## config.mk

```make
export PLATFORM = sky130hd
export DESIGN_NAME = rand_issue_dispatch
export DESIGN_NICKNAME = d
export VERILOG_FILES = /design/src/rtl/disp_pkg.sv /design/src/rtl/disp_lfsr.sv /design/src/rtl/disp_order.sv /design/src/rtl/disp_port.sv /design/src/rtl/rand_issue_dispatch.sv
export SDC_FILE = /design/constraint.sdc
export NUM_CORES = 1
export LEC_CHECK = 0
export CAP_MARGIN = 20
export CORE_UTILIZATION = 55
export CTS_CLUSTER_DIAMETER = 60
export DETAILED_ROUTE_END_ITERATION = 7
export DONT_BUFFER_PORTS = 1
export PLACE_DENSITY = 0.74
export SLEW_MARGIN = 20
export SYNTH_ARGS = -nofsm -noshare
export SYNTH_HDL_FRONTEND = slang
export SYNTH_SLANG_ARGS = --single-unit
```

## constraint.sdc

```tcl
create_clock -name clk -period 7 [get_ports clk]
set_clock_uncertainty 0.2 [all_clocks]
set_input_delay 2.1 -clock clk [delete_from_list [all_inputs] [get_ports clk]]
set_output_delay 2.1 -clock clk [all_outputs]
set_load 0.1 [all_outputs]
```

## src/rtl/disp_pkg.sv

```systemverilog
package disp_pkg;

  localparam int LFSR_W = 16;
  localparam int MAP_W  = 64;

  // next state of the scrambler: shift left, feedback from bits 15,13,12,10
  function automatic logic [LFSR_W-1:0] lfsr_next(input logic [LFSR_W-1:0] s);
    return {s[LFSR_W-2:0], s[15] ^ s[13] ^ s[12] ^ s[10]};
  endfunction

  // an all-zero state would lock the scrambler
  function automatic logic [LFSR_W-1:0] seed_fix(input logic [LFSR_W-1:0] v);
    return (v == '0) ? {{(LFSR_W-1){1'b0}}, 1'b1} : v;
  endfunction

  // default routing: unit number modulo the region count (power of two)
  function automatic logic [MAP_W-1:0] mod_map(input int nfu, input int rw);
    logic [MAP_W-1:0] m;
    m = '0;
    for (int u = 0; u < nfu; u++)
      for (int b = 0; b < rw; b++)
        if (u * rw + b < MAP_W) m[u*rw+b] = 1'((u >> b) & 1);
    return m;
  endfunction

  // slot offered at position k for a rotation and a direction
  function automatic int offer_slot(input int rot, input int dir, input int k, input int n);
    int r;
    r = rot % n;
    return (dir != 0) ? ((r - k + n) % n) : ((r + k) % n);
  endfunction

endpackage

```

## src/rtl/disp_lfsr.sv

```systemverilog
module disp_lfsr (
  input  logic        clk,
  input  logic        rst_n,
  input  logic        seed_we,
  input  logic [15:0] seed_val,
  input  logic        step,
  output logic [15:0] state
);
  import disp_pkg::*;

  localparam logic [15:0] RESET_STATE = 16'hACE1;

  always_ff @(posedge clk) begin
    if (!rst_n)       state <= RESET_STATE;
    else if (seed_we) state <= seed_fix(seed_val);
    else if (step)    state <= lfsr_next(state);
  end
endmodule

```

## src/rtl/disp_order.sv

```systemverilog
module disp_order #(
  parameter int NREG = 4,
  localparam int RW = $clog2(NREG)
) (
  input  logic [RW:0]        rbits,
  input  logic               shuffle,
  output logic [NREG*RW-1:0] order
);
  import disp_pkg::*;

  for (genvar k = 0; k < NREG; k++) begin : g_pos
    always_comb begin
      if (shuffle)
        order[k*RW +: RW] = RW'(offer_slot(int'(rbits[RW-1:0]), int'(rbits[RW]), k, NREG));
      else
        order[k*RW +: RW] = RW'(k);
    end
  end
endmodule

```

## src/rtl/disp_port.sv

```systemverilog
module disp_port #(
  parameter int NREG = 4,
  parameter int IW   = 16,
  parameter int RGN  = 0,
  localparam int RW = $clog2(NREG)
) (
  input  logic               clk,
  input  logic               rst_n,
  input  logic               active,
  input  logic               rdy,
  input  logic               ack,
  input  logic [NREG-1:0]    pending,
  input  logic [NREG*RW-1:0] slot_rgn,
  input  logic [NREG*RW-1:0] order,
  input  logic [NREG*IW-1:0] words,
  output logic               req,
  output logic [IW-1:0]      data,
  output logic [NREG-1:0]    clr
);
  logic          found;
  logic [RW-1:0] pick;
  logic [RW-1:0] s;
  logic [RW-1:0] slot_q;

  // first pending slot of this region in offer order
  always_comb begin
    found = 1'b0;
    pick  = '0;
    s     = '0;
    for (int k = 0; k < NREG; k++) begin
      s = order[k*RW +: RW];
      if (!found && pending[s] && (slot_rgn[int'(s)*RW +: RW] == RW'(RGN))) begin
        found = 1'b1;
        pick  = s;
      end
    end
  end

  always_ff @(posedge clk) begin
    if (!rst_n) begin
      req    <= 1'b0;
      slot_q <= '0;
      data   <= '0;
    end else if (req) begin
      if (ack) req <= 1'b0;
    end else if (active && rdy && found) begin
      req    <= 1'b1;
      slot_q <= pick;
      data   <= words[int'(pick)*IW +: IW];
    end
  end

  assign clr = (req && ack) ? (NREG'(1) << slot_q) : '0;
endmodule

```

## src/rtl/rand_issue_dispatch.sv

```systemverilog
module rand_issue_dispatch #(
  parameter int NREG = 4,
  parameter int IW   = 16,
  parameter int UW   = 3,
  parameter int AW   = 6,
  parameter logic [63:0] UNIT_RGN = disp_pkg::mod_map(1 << UW, $clog2(NREG))
) (
  input  logic               clk,
  input  logic               rst_n,
  input  logic               go,
  input  logic               shuffle_en,
  input  logic               seed_we,
  input  logic [15:0]        seed_val,
  output logic [AW-1:0]      fetch_addr,
  input  logic [NREG*IW-1:0] fetch_group,
  input  logic [NREG-1:0]    rgn_rdy,
  output logic [NREG-1:0]    rgn_req,
  output logic [NREG*IW-1:0] rgn_data,
  input  logic [NREG-1:0]    rgn_ack
);
  localparam int RW    = $clog2(NREG);
  localparam int VBIT  = IW - 1;
  localparam int UTOP  = IW - 2;

  function automatic logic [RW-1:0] route(input logic [UW-1:0] u);
    return UNIT_RGN[int'(u)*RW +: RW];
  endfunction

  logic               active;
  logic [AW-1:0]      pc;
  logic [NREG*IW-1:0] words_q;
  logic [NREG-1:0]    pending;
  logic [NREG*RW-1:0] order_q;
  logic [NREG*RW-1:0] order_c;
  logic [NREG*RW-1:0] slot_rgn;
  logic [NREG-1:0]    valid_in;
  logic [NREG-1:0]    clr_m [NREG];
  logic [NREG-1:0]    clr_all;
  logic [15:0]        lfsr;

  // named events
  logic grp_load;
  logic grp_done;
  assign grp_load = !active && go;
  assign grp_done = active && (pending == '0);

  assign fetch_addr = pc;

  always_comb begin
    for (int s = 0; s < NREG; s++) begin
      valid_in[s]            = fetch_group[s*IW + VBIT];
      slot_rgn[s*RW +: RW]   = route(words_q[s*IW + UTOP -: UW]);
    end
  end

  always_comb begin
    clr_all = '0;
    for (int r = 0; r < NREG; r++) clr_all = clr_all | clr_m[r];
  end

  disp_lfsr u_lfsr (
    .clk      (clk),
    .rst_n    (rst_n),
    .seed_we  (seed_we),
    .seed_val (seed_val),
    .step     (grp_load),
    .state    (lfsr)
  );

  disp_order #(.NREG(NREG)) u_order (
    .rbits   (lfsr[RW:0]),
    .shuffle (shuffle_en),
    .order   (order_c)
  );

  always_ff @(posedge clk) begin
    if (!rst_n) begin
      active  <= 1'b0;
      pc      <= '0;
      words_q <= '0;
      pending <= '0;
      order_q <= '0;
    end else if (grp_load) begin
      active  <= 1'b1;
      words_q <= fetch_group;
      pending <= valid_in;
      order_q <= order_c;
    end else if (grp_done) begin
      active  <= 1'b0;
      pc      <= pc + 1'b1;
    end else begin
      pending <= pending & ~clr_all;
    end
  end

  for (genvar r = 0; r < NREG; r++) begin : g_rgn
    disp_port #(.NREG(NREG), .IW(IW), .RGN(r)) u_port (
      .clk      (clk),
      .rst_n    (rst_n),
      .active   (active),
      .rdy      (rgn_rdy[r]),
      .ack      (rgn_ack[r]),
      .pending  (pending),
      .slot_rgn (slot_rgn),
      .order    (order_q),
      .words    (words_q),
      .req      (rgn_req[r]),
      .data     (rgn_data[r*IW +: IW]),
      .clr      (clr_m[r])
    );
  end
endmodule

```

== After elaboration in Yosys (flattened, before gate mapping) ==
Cells that the tools add are included.

* Add/subtract/negate cells: 11
* $lt $le $gt $ge: 4
* Eq/ne operators: 13
* Shifts and indexed selects: 16
* Multiplexer cells: 71
* Bitwise logic cells: 13
* Reduce and logical (&&, ||, !) cells: 68

{| class="wikitable"
|+ Operators by type and width
! operator !! number
|-
| $shiftx A64 B5 Y2 const A || 4
|-
| $shiftx A64 B7 Y16 || 4
|-
| $add A32 B4 Y32 const B || 3
|-
| $mux W16 || 3
|-
| $mux W2 || 24
|-
| $logic_and A1 B1 Y1 || 42
|-
| $mux W1 || 34
|-
| $shiftx A8 B4 Y2 || 4
|-
| $mux W4 || 6
|-
| $eq A2 B2 Y1 const B || 8
|-
| $logic_not A16 Y1 || 1
|-
| $shl A1 B2 Y4 const A || 4
|-
| $logic_not A1 Y1 || 13
|-
| $lt A2 B3 Y1 const B || 4
|-
| $or A4 B4 Y4 || 3
|-
| $reduce_and A2 Y1 || 5
|-
| $bmux W1 S2 || 4
|-
| $eq A2 B1 Y1 const B || 4
|-
| $logic_not A2 Y1 || 4
|-
| $add A6 B1 Y6 const B || 1
|-
| $sub A2 B2 Y3 const B || 2
|-
| $not A1 Y1 || 5
|-
| $add A2 B1 Y2 const B || 2
|-
| $add A2 B2 Y2 const B || 2
|-
| other kinds (7) || 10
|}

* Flip-flop bits (word level): 175

== Depth between registers and ports, before layout ==
Gate-level depths: netlist of run 1.

* Depth after elaboration: 20
* Gate-level depth with buffers: 10
* Mapped depth without buffers: 6

== Cells and area by module ==
From an unflattened synthesis of run 1, not the netlist that was laid out.

* Cell total of the unflattened synthesis: 1070
* Area, all modules: 10040.9 sq um

{| class="wikitable"
|+ Modules (own cells, without submodules)
! module !! instances !! cells each !! area an instance (sq um) !! seq. area each (sq um)
|-
| rand_issue_dispatch || 1 || 368 || 2936.6 || 1661.6
|-
| disp_port at g_rgn[1].u_port || 1 || 151 || 1600.3 || 380.4
|-
| disp_port at g_rgn[2].u_port || 1 || 151 || 1595.3 || 380.4
|-
| disp_port at g_rgn[3].u_port || 1 || 150 || 1525.2 || 380.4
|-
| disp_port at g_rgn[0].u_port || 1 || 152 || 1515.2 || 380.4
|-
| disp_lfsr || 1 || 87 || 792.0 || 320.3
|-
| disp_order || 1 || 11 || 76.3 || 0.0
|}

== Worst setup path before layout of run 1 ==
OpenSTA, ideal clock, no wires.

* Path type: input to register
* Start: input rst_n
* End: register g_rgn[0].u_port.data[10]
* Setup time: 83 ps
* Arrival: 3297 ps
* Slack: 3420 ps
* Stages on the path: 6
* Buffers on the path: 3
* Cells stage by stage: clkbuf_1 clkinv_1 or3_1 buf_2 buf_6 o221ai_1

{| class="wikitable"
|+ RTL lines
! what !! RTL line !! RTL
|-
| start, declared || rand_issue_dispatch.sv:9 || <nowiki>input logic rst_n,</nowiki>
|-
| end signal, assigned || disp_port.sv:49 || <nowiki>data <= words[int'(pick)*IW +: IW];</nowiki>
|-
| end, declared || disp_port.sv:17 || <nowiki>output logic [IW-1:0] data,</nowiki>
|}

== Final worst setup path of run 1 ==
* Start: register order_q[4]
* End: register g_rgn[1].u_port.data[10]

* Cells in the longest elaborated chain, start to end: 11
* Elaborated cells between the ends (all ways): 16
* Those cells by class: eq/ne: 1; shift: 2; mux: 6; reduce/logical: 7

{| class="wikitable"
|+ RTL lines
! what !! RTL line !! RTL
|-
| start, declared || rand_issue_dispatch.sv:33 || <nowiki>logic [NREG*RW-1:0] order_q;</nowiki>
|-
| start signal, assigned || rand_issue_dispatch.sv:87 || <nowiki>order_q <= order_c;</nowiki>
|-
| branches (longest 11 deep; another with $shiftx A64 B7 Y16) || - ||
|-
| end signal, assigned || disp_port.sv:49 ||
|-
| end, declared || disp_port.sv:17 ||
|}

Parallel ways; which one is timed is not known. The select of a mux whose other input is x is not followed.
A chain may end at the register's enable or synchronous reset.

==> reports/qor.yml, run 1 <==
grt_pass1_wl_um: 41410
ys_seq_area_share_pct: 38.08
finalNetCount: 1102
yosysTopAreaCell: "dfxtp_1"
syn_inst: 1070
gr-total-overflow: 0
period_minus_slack_ns: 4.036
die-area_um2: 17060
routed_wl_um: 26990
grt_pass1_vias: 7277
antenna_found_initial: 0
max_slew_margin_pct: 27.38
cts_tree: "yes"
synth-seq-cells: 173
post_cts_resized: 0
vias: 8171
wire_per_inst_um: 21.82
die_x_um: 130.6
tightest_slew_ns: 1.088
cp_data_required_time_ns: 7.09
avgSynthCellArea_um2: 8.500
syn_nets: 1164
synthTopCellsByArea: "dfxtp_1, mux2i_1, nand2_1, a21oi_1, o221ai_2"
clock_path_buffers: 2
ys.warnings.count: 0
internal_power_uw: 1753
timing.fmax_ghz: 0.2477
grt_max_degree: 82
drt_first_iter_violations: 1050
first_pass_iters: 5
core_um2: 16000
p_switching_uw: 661.5
ant_nets: 0
dieHeight_um: 130.6
insertion_delay_ns: 0.44
rsz0062_at_grt: "no"
worstPathArrival_ns: 4.13
maxSlewViolCount: 0
p_total_uw: 2415
dp_hpwl_um: 18800
synth-main-ff-cell: "dfxtp_1"
power_frac_comb_pct: 9.8
start_kind: "flip-flop"
drive_gt1_share_pct: 8.521
syn_area_um2: 9095
cts_num_sinks: 173
ys_types: 67
worstPathMaxFanout: 35
cts_root_buf: "clkbuf_16"
cts-buffers-inserted: 17
maxCapViolations: 0
gp_congestion: 0.9569
yosysTopAreaCellShare_pct: 38.08
p_seq_share_pct: 46.1
synth-edff-count: 0
powerDensity_nw_per_um2: 249.3
mostFrequentLayoutCell: "nand2_1"
fin_crit_sh_pct: 57.66
synth-async-reset-ratio_pct: 0
power_switching_share_pct: 27.40
timing.hold.worst.class: "reg2reg"
timing_worst_setup_path_type: "reg2reg"
drc: 0
ios: 167
initial_core_util_pct: 56.84
cts.reportedPaths.clkPinSlew_ns: 0.07
irDropWorstVdd_mv: 0.1852
report.final.setup_viol: 0
p_clk_share_pct: 44.1
hold_viol_final: 0
syn_to_final_growth_pct: 6.507
final_cell_mix: "nand2_1, dfxtp_1, a21oi_1"
core.rowCount: 46
endpoint_kind: "flip-flop"
n_antenna_cell: 0
port_buffers: 0
via_per_inst: 6.605
leakage_uw: 0.003874
cts_hold_buf: 0
grt_usage_pct: 32.19
h-tree-depth: 4
final.setup.tns_ns: 0
cts_setup_buffers: 0
fin_util_pct: 60.54
status: "finished, final reports clean"
-- Yosys cell counts (3+ instances only) --
library cell / instances
o21ai_0: 29
o211a_1: 3
a21oi_1: 113
inv_1: 9
nand4b_1: 3
o21ai_1: 10
nand2b_1: 6
buf_1: 3
a32o_1: 3
nand2_1: 240
mux4_2: 10
o211ai_1: 18
a211oi_1: 6
dfxtp_1: 173
buf_4: 6
and2_1: 7
nor3_1: 3
and3_1: 3
or3b_1: 3
buf_6: 8
nor3b_1: 6
o311ai_0: 15
buf_2: 13
nand3_1: 46
xnor2_1: 6
o221ai_2: 22
o22ai_1: 15
xor2_1: 4
clkbuf_1: 62
nor2_1: 34
o221ai_1: 20
or3_1: 3
nand4_1: 10
nor4_1: 5
nand3b_1: 7
and4b_1: 3
mux2i_1: 102
and3b_1: 6
-- stage by stage --
step                      setup WS (ns)  hold WS (ns)  cells  instance area (um2)
final                             2.964        0.2953   1237                 9687
after global routing              2.882        0.3200   1237                 9687
after CTS                         3.081        0.2963   1237                 9683
after detailed placement          2.781        0.2795   1205                 9021
after global placement            2.829        0.2678   1205                 9021
after floorplan                   3.420        0.2516   1070                 9095
-- logic make-up after synthesis --
| family | share of synthesized area, % |
|---|---|
| fa+ha+maj | 0.1375 |
| buf+inv | 5.516 |
| flops | 38.08 |
| simple gates | 19.69 |
| xor+xnor | 0.9629 |
| compound gates | 21.34 |
| mux | 14.28 |
-- critical path: stages (launching register included) --
cell and delay (ns):
dfxtp_1 0.31, buf_4 0.40, mux4_2 0.68, nand3b_1 0.58
a21o_1 0.54, a2bb2oi_4 0.66, mux2i_1 0.37, o211ai_1 0.12
-- sequential cells by signal, summed over array words and instances, names as in the netlist --
| name | cells |
|---|---|
| active | 1 |
| fetch_addr | 6 |
| g_rgn.u_port.data | 64 |
| g_rgn.u_port.req | 4 |
| g_rgn.u_port.slot_q | 8 |
| order_q | 6 |
| pending | 4 |
| u_lfsr.state | 16 |
| words_q | 64 |
-- metal layers --
layer	track usage, %	vias up	share of wire, %	routed length [um]
met5	0	-	0	0
met4	10.28	0	2.5	684
met3	11.60	62	13	3401
met2	45.75	464	43	11550
met1	45.13	3864	42	11360
li1	-	3781	-	-
-- worst paths after layout --
| kind | slack (ns) | from | endpoint | cells after the start |
|---|---|---|---|---|
| max | 2.96 | order_q[4]$_SDFFE_PN0P_ | g_rgn[1].u_port.data[10]$_SDFFE_PN0P_ | 7 |
| min reg2reg | 0.30 | u_lfsr.state[5]$_SDFFE_PN1P_ | u_lfsr.state[5]$_SDFFE_PN1P_ | 2 |
| min | 0.30 | u_lfsr.state[5]$_SDFFE_PN1P_ | u_lfsr.state[5]$_SDFFE_PN1P_ | 2 |
| max reg2reg | 2.96 | order_q[4]$_SDFFE_PN0P_ | g_rgn[1].u_port.data[10]$_SDFFE_PN0P_ | 7 |
-- power groups by stage --
| stage | Combinational (uW) | Clock, uW | Sequential (uW) |
|---|---|---|---|
| 2_1_floorplan | 205 | 0 | 1090 |
| 3_3_place_gp | 230 | 0 | 1130 |
| 3_5_place_dp | 233 | 0 | 1130 |
| 4_1_cts | 235 | 1080 | 1110 |
| 5_1_grt | 261 | 1110 | 1120 |
| 6_report | 237 | 1060 | 1110 |
-- layout make-up --
| class | instances | area (um2) |
|---|---|---|
| Multi-Input combinational cell | 794 | 5162 |
| Sequential cell | 173 | 3463 |
| Clock buffer | 17 | 425.4 |
| Inverter | 10 | 38.79 |
| Timing Repair Buffer | 12 | 90.09 |
| Clock inverter | 15 | 236.5 |
| Tap cell | 216 | 270.3 |
| Fill cell | 1465 | 6314 |
Power figures use the tool's default switching activity.
==> run 2: changes to the inputs <==
- clock period: 7 -> 4.1 ns (I/O delays scaled with it)
==> run 2 against run 1 <==
Effect of this change: wire length grew 2.1%; sequential share of layout area shrank 0.065 points; flip-flop and latch count is the same.
==> reports/qor.yml, run 2 (same netlist as run 1, synthesis figures left out) <==
syn_to_final_growth_pct: 6.700
first_pass_iters: 7  # +2
ant_nets: 0  # unchanged
gr-total-overflow: 0  # unchanged
endpoint_kind: "flip-flop"
die-area_um2: 17060  # unchanged
tightest_slew_ns: 1.061  # -0.02680 ns
core.rowCount: 46  # unchanged
powerDensity_nw_per_um2: 392.3  # +57%
fin_crit_sh_pct: 84.34  # +27 points
cts_setup_buffers: 0  # unchanged
final_cell_mix: "nand2_1, dfxtp_1, a21oi_1"
route.met2.wl_um: 11730  # +1.6%
cp_data_required_time_ns: 4.24  # -2.85 ns
port_buffers: 0  # unchanged
wire_per_inst_um: 21.98  # +0.72%
gp_congestion: 0.9586  # +0.18%
final.setup.tns_ns: 0  # unchanged
cts_tree: "yes"
path_cells: "mux4_2 > and3b_1 > o41a_1 > nand3_1 > o211ai_1"
slowest_delay_ns: 0.65  # -0.03 ns
dp_hpwl_um: 19900  # +5.9%
max_slew_margin_pct: 29.17  # +1.8 points
rr_worst_depth: 5  # -2
timing.fmax_ghz: 0.2892  # +17%
antenna_found_initial: 0  # unchanged
cts_root_buf: "clkbuf_16"
grt_max_degree: 63  # -23%
vias: 8114  # -0.70%
rsz0062_at_grt: "no"
maxCapViolations: 0  # unchanged
dieHeight_um: 130.6  # unchanged
post_cts_resized: 0  # unchanged
leakage_uw: 0.003911  # +0.94%
insertion_delay_ns: 0.44  # about the same
via_per_inst: 6.470  # -2.0%
drc: 0  # unchanged
worstHoldPathCells: 2  # unchanged
grt_usage_pct: 32.26  # +0.069 points
drive_gt1_share_pct: 9.730  # +1.2 points
routed_wl_um: 27560  # +2.1%
status: "finished, final reports clean"
timing_worst_setup_path_type: "reg2reg"
cts_hold_buf: 0  # unchanged
clock_path_buffers: 2  # unchanged
top_regs: "g_rgn.u_port.data (64), words_q (64), u_lfsr.state (16)"
path_buf_inv: 0  # -1
dpl_cell_area_um2: 9181  # +1.8%
cts_num_sinks: 173  # unchanged
hold_viol_final: 0  # unchanged
p_total_uw: 3807  # +58%
core_um2: 16000  # unchanged
cts.reportedPaths.clkPinSlew_ns: 0.07  # about the same
dp.cells: 1223  # +1.5%
top_layer: "met4"
die_x_um: 130.6  # unchanged
cpMaxStageDelayCell: "dfxtp_1"
routedLengthMet1_um: 12230  # +7.7%
wl_met3_um: 3055  # -10%
timing.hold.worst.class: "reg2reg"
report.final.setup_viol: 0  # unchanged
design_area_um2: 9704  # +0.18%
worst-path-stages: 5  # -2
mostFrequentLayoutCell: "nand2_1"
start_kind: "flip-flop"
worstPathMaxFanout: 19  # -46%
period_minus_slack_ns: 3.458  # -0.5785 ns
finalNetCount: 1120  # +1.6%
cts-buffers-inserted: 17  # unchanged
grt_pass1_vias: 7232  # -0.62%
irDropWorstVdd_mv: 0.3440  # +86%
finalNonFillerCells: 1254  # +1.4%
initial_core_util_pct: 56.84  # unchanged
drt_first_iter_violations: 885  # -16%
maxSlewViolCount: 0  # unchanged
ios: 167  # unchanged
cp_top_family: "simple AND/OR/NAND/NOR gates"
worstPathArrival_ns: 3.60  # -0.53 ns
n_antenna_cell: 0  # unchanged
grt_pass1_wl_um: 41350  # -0.13%
h-tree-depth: 4  # unchanged
==> run 2: report_power, final <==
part           switching [uW]  internal, uW  leakage, uW
Clock                     711           779     0.000261
Combinational             250           159      0.00224
Sequential                160          1750      0.00141
==> run 2: metrics by stage <==
stage | hold slack, ns | util, % | setup slack (ns)
CTS | 0.2966 | 60.65 | 0.7128
detailed placement | 0.2752 | 57.38 | 0.7304
finish | 0.3026 | 60.65 | 0.6420
global route | 0.3380 | 60.65 | 0.3785
floorplan | 0.2516 | - | 1.278
global placement | 0.2695 | 57.38 | 0.7841
==> run 2: path summary, 6_finish.rpt <==
path	slack, ns	from	to
max	0.64	order_q[6]$_SDFFE_PN0P_	g_rgn[1].u_port.data[1]$_SDFFE_PN0P_
min	0.30	u_lfsr.state[6]$_SDFFE_PN1P_	u_lfsr.state[6]$_SDFFE_PN1P_
max reg2reg	0.64	order_q[6]$_SDFFE_PN0P_	g_rgn[1].u_port.data[1]$_SDFFE_PN0P_
min reg2reg	0.30	u_lfsr.state[6]$_SDFFE_PN1P_	u_lfsr.state[6]$_SDFFE_PN1P_
==> run 2: final cells by class <==
type / count / area [um2]
fill: 1450 / 6296
clock inverter: 12 / 90.09
inverter: 10 / 38.79
timing repair buffer: 30 / 250.2
sequential: 173 / 3463
tap: 216 / 270.3
clock buffer: 19 / 432.9
multi-input combinational: 794 / 5159
==> run 2: worst reg2reg max path, stage by stage, from the launching register on <==
cell and delay, ns:
dfxtp_1 0.65, mux4_2 0.64, and3b_1 0.63, o41a_1 0.40, nand3_1 0.50, o211ai_1 0.35
==> run 2: per-layer routing <==
metal / track usage, % / vias up
met4: 9.872 / 0
li1: - / 3801
met1: 46.18 / 3823
met5: 0 / -
met3: 9.691 / 53
met2: 46.28 / 437
==> run 3: changes to the inputs <==
- clock period: 4.1 -> 3.6 ns (I/O delays scaled with it)
==> run 3 against run 2 <==
Effect of this change: combinational power up 17%; critical endpoint is now g_rgn[0].u_port.data[10]$_SDFFE_PN0P_; critical path depth increased by 1; first-iteration DRC count is 27% higher; register-to-register slack got worse by 0.37 ns; non-clock buffer count grew 16; worst setup slack lost 0.37 ns; via count rose by 1.8%; power rose by 18%; final cell count is 1.3% higher; maximum frequency increased by 3.9%.
==> reports/qor.yml, run 3 (same netlist as run 1, synthesis figures left out) <==
status: "finished, final reports clean"
h-tree-depth: 4  # unchanged
finalNonFillerCells: 1270  # +1.3%
die_x_um: 130.6  # unchanged
vias: 8262  # +1.8%
ios: 167  # unchanged
gp_congestion: 1.005  # +4.9%
path_buf_inv: 0  # unchanged
fin_crit_sh_pct: 92.44  # +8.1 points
multi_input_area_um2: 5159  # unchanged
worstPathMaxFanout: 14  # -5
period_minus_slack_ns: 3.328  # -0.1303 ns
leakage_uw: 0.004028  # +3.0%
cp_data_required_time_ns: 3.74  # -0.50 ns
timing_worst_setup_path_type: "reg2reg"
maxCapViolations: 0  # unchanged
dieHeight_um: 130.6  # unchanged
wire_per_inst_um: 21.24  # -3.3%
drc: 0  # unchanged
fill_cells: 1428  # -1.5%
dpl_cell_area_um2: 9326  # +1.6%
dp_hpwl_um: 19630  # -1.4%
initial_core_util_pct: 56.84  # unchanged
endpoint_kind: "flip-flop"
die-area_um2: 17060  # unchanged
tightest_slew_ns: 1.066  # +0.004555 ns
cp_top_family: "simple AND/OR/NAND/NOR gates"
cts_num_sinks: 173  # unchanged
core.rowCount: 46  # unchanged
grt_pass1_wl_um: 41130  # -0.53%
clock_path_buffers: 2  # unchanged
slowest_delay_ns: 0.64  # about the same
irDropWorstVdd_mv: 0.3547  # +3.1%
hold_viol_final: 0  # unchanged
worst-path-stages: 6  # +1
grt_usage_pct: 31.88  # -0.37 points
dp.cells: 1239  # +1.3%
cts_tree: "yes"
timing.fmax_ghz: 0.3005  # +3.9%
cpMaxStageDelayCell: "mux4_2"
routed_wl_um: 26980  # -2.1%
worstHoldPathCells: 2  # unchanged
cts_root_buf: "clkbuf_16"
grt_busiest_layer: "met2"
insertion_delay_ns: 0.44  # about the same
port_buffers: 0  # unchanged
grt_max_degree: 54  # -14%
max_slew_margin_pct: 28.86  # -0.30 points
seqCellArea_um2: 3465  # about the same
core_um2: 16000  # unchanged
final.setup.tns_ns: 0  # unchanged
path_cells: "mux4_2 > nor3b_1 > o21ai_1 > a32o_1 > or3_1 > o221ai_1"
ant_nets: 0  # unchanged
gr-total-overflow: 0  # unchanged
rr_worst_depth: 6  # +1
antenna_found_initial: 0  # unchanged
grt_pass1_vias: 7231  # -0.014%
final_cell_mix: "nand2_1, dfxtp_1, a21oi_1"
drt_first_iter_violations: 1127  # +27%
report.final.setup_viol: 0  # unchanged
design_area_um2: 9907  # +2.1%
grtUsageMet3_pct: 10.55  # +0.86 points
use_met2_pct: 45.41  # -0.87 points
powerDensity_nw_per_um2: 452.4  # +15%
rsz0062_at_grt: "no"
syn_to_final_growth_pct: 8.928
top_regs: "g_rgn.u_port.data (64), words_q (64), u_lfsr.state (16)"
maxSlewViolCount: 0  # unchanged
via_per_inst: 6.506  # +0.54%
finalNetCount: 1136  # +1.4%
n_antenna_cell: 0  # unchanged
worstPathArrival_ns: 3.47  # -0.13 ns
drive_gt1_share_pct: 11.20  # +1.5 points
first_pass_iters: 6  # -1
cts-buffers-inserted: 17  # unchanged
cts.reportedPaths.clkPinSlew_ns: 0.07  # about the same
grt_util_met1_pct: 45.32  # -0.86 points
mostFrequentLayoutCell: "nand2_1"
timing.hold.worst.class: "reg2reg"
start_kind: "flip-flop"
==> run 3: what timing repair did <==
item / CTS / global route
gates resized for setup: 0 / 1
setup endpoints to repair: 0 / 13
hold buffers: 0 / 0
setup buffers: 0 / 0
==> run 3: stage by stage <==
step / util, % / hold slack, ns / setup WS, ns / power [uW]
final: 61.92 / 0.2962 / 0.2723 / 4481
after global routing: 61.92 / 0.3155 / 0.07871 / 4626
after CTS: 61.91 / 0.2883 / 0.1068 / 4481
after detailed placement: 58.29 / 0.2658 / 0.1479 / 2670
after global placement: 58.29 / 0.2717 / 0.1614 / 2661
after floorplan: - / 0.2516 / 0.7776 / 2524
==> run 3: worst reg2reg max path: stages (launching register included) <==
cell	delay (ns)
dfxtp_2	0.52
mux4_2	0.64
nor3b_1	0.47
o21ai_1	0.13
a32o_1	0.32
or3_1	0.62
o221ai_1	0.33
==> run 3: where the power goes <==
group / internal (uW) / switching, uW / total, uW
sequential: 1990 / 173 / 2160
combinational: 190 / 291 / 481
clock: 1050 / 791 / 1840
==> run 3: path summary, 6_finish.rpt <==
path / start / endpoint / slack [ns]
max: order_q[4]$_SDFFE_PN0P_ / g_rgn[0].u_port.data[10]$_SDFFE_PN0P_ / 0.27
min reg2reg: u_lfsr.state[6]$_SDFFE_PN1P_ / u_lfsr.state[6]$_SDFFE_PN1P_ / 0.30
min: u_lfsr.state[6]$_SDFFE_PN1P_ / u_lfsr.state[6]$_SDFFE_PN1P_ / 0.30
max reg2reg: order_q[4]$_SDFFE_PN0P_ / g_rgn[0].u_port.data[10]$_SDFFE_PN0P_ / 0.27
==> run 3: per-layer routing <==
metal | wire (um) | share of wire, % | up-vias
met2 | 11360 | 42 | 468
met3 | 3247 | 12 | 45
met4 | 461 | 1.7 | 0
li1 | - | - | 3843
met1 | 11910 | 44 | 3906
met5 | 0 | 0 | -
==> run 3: area by class of cell <==
class,instances,share of cell area [%]
well taps,216,2.728
clock inverters,11,1.339
multi-input cells,794,52.07
flip-flops and latches,173,34.97
clock buffers,20,4.509
repair buffers,46,3.991
inverters,10,0.3915
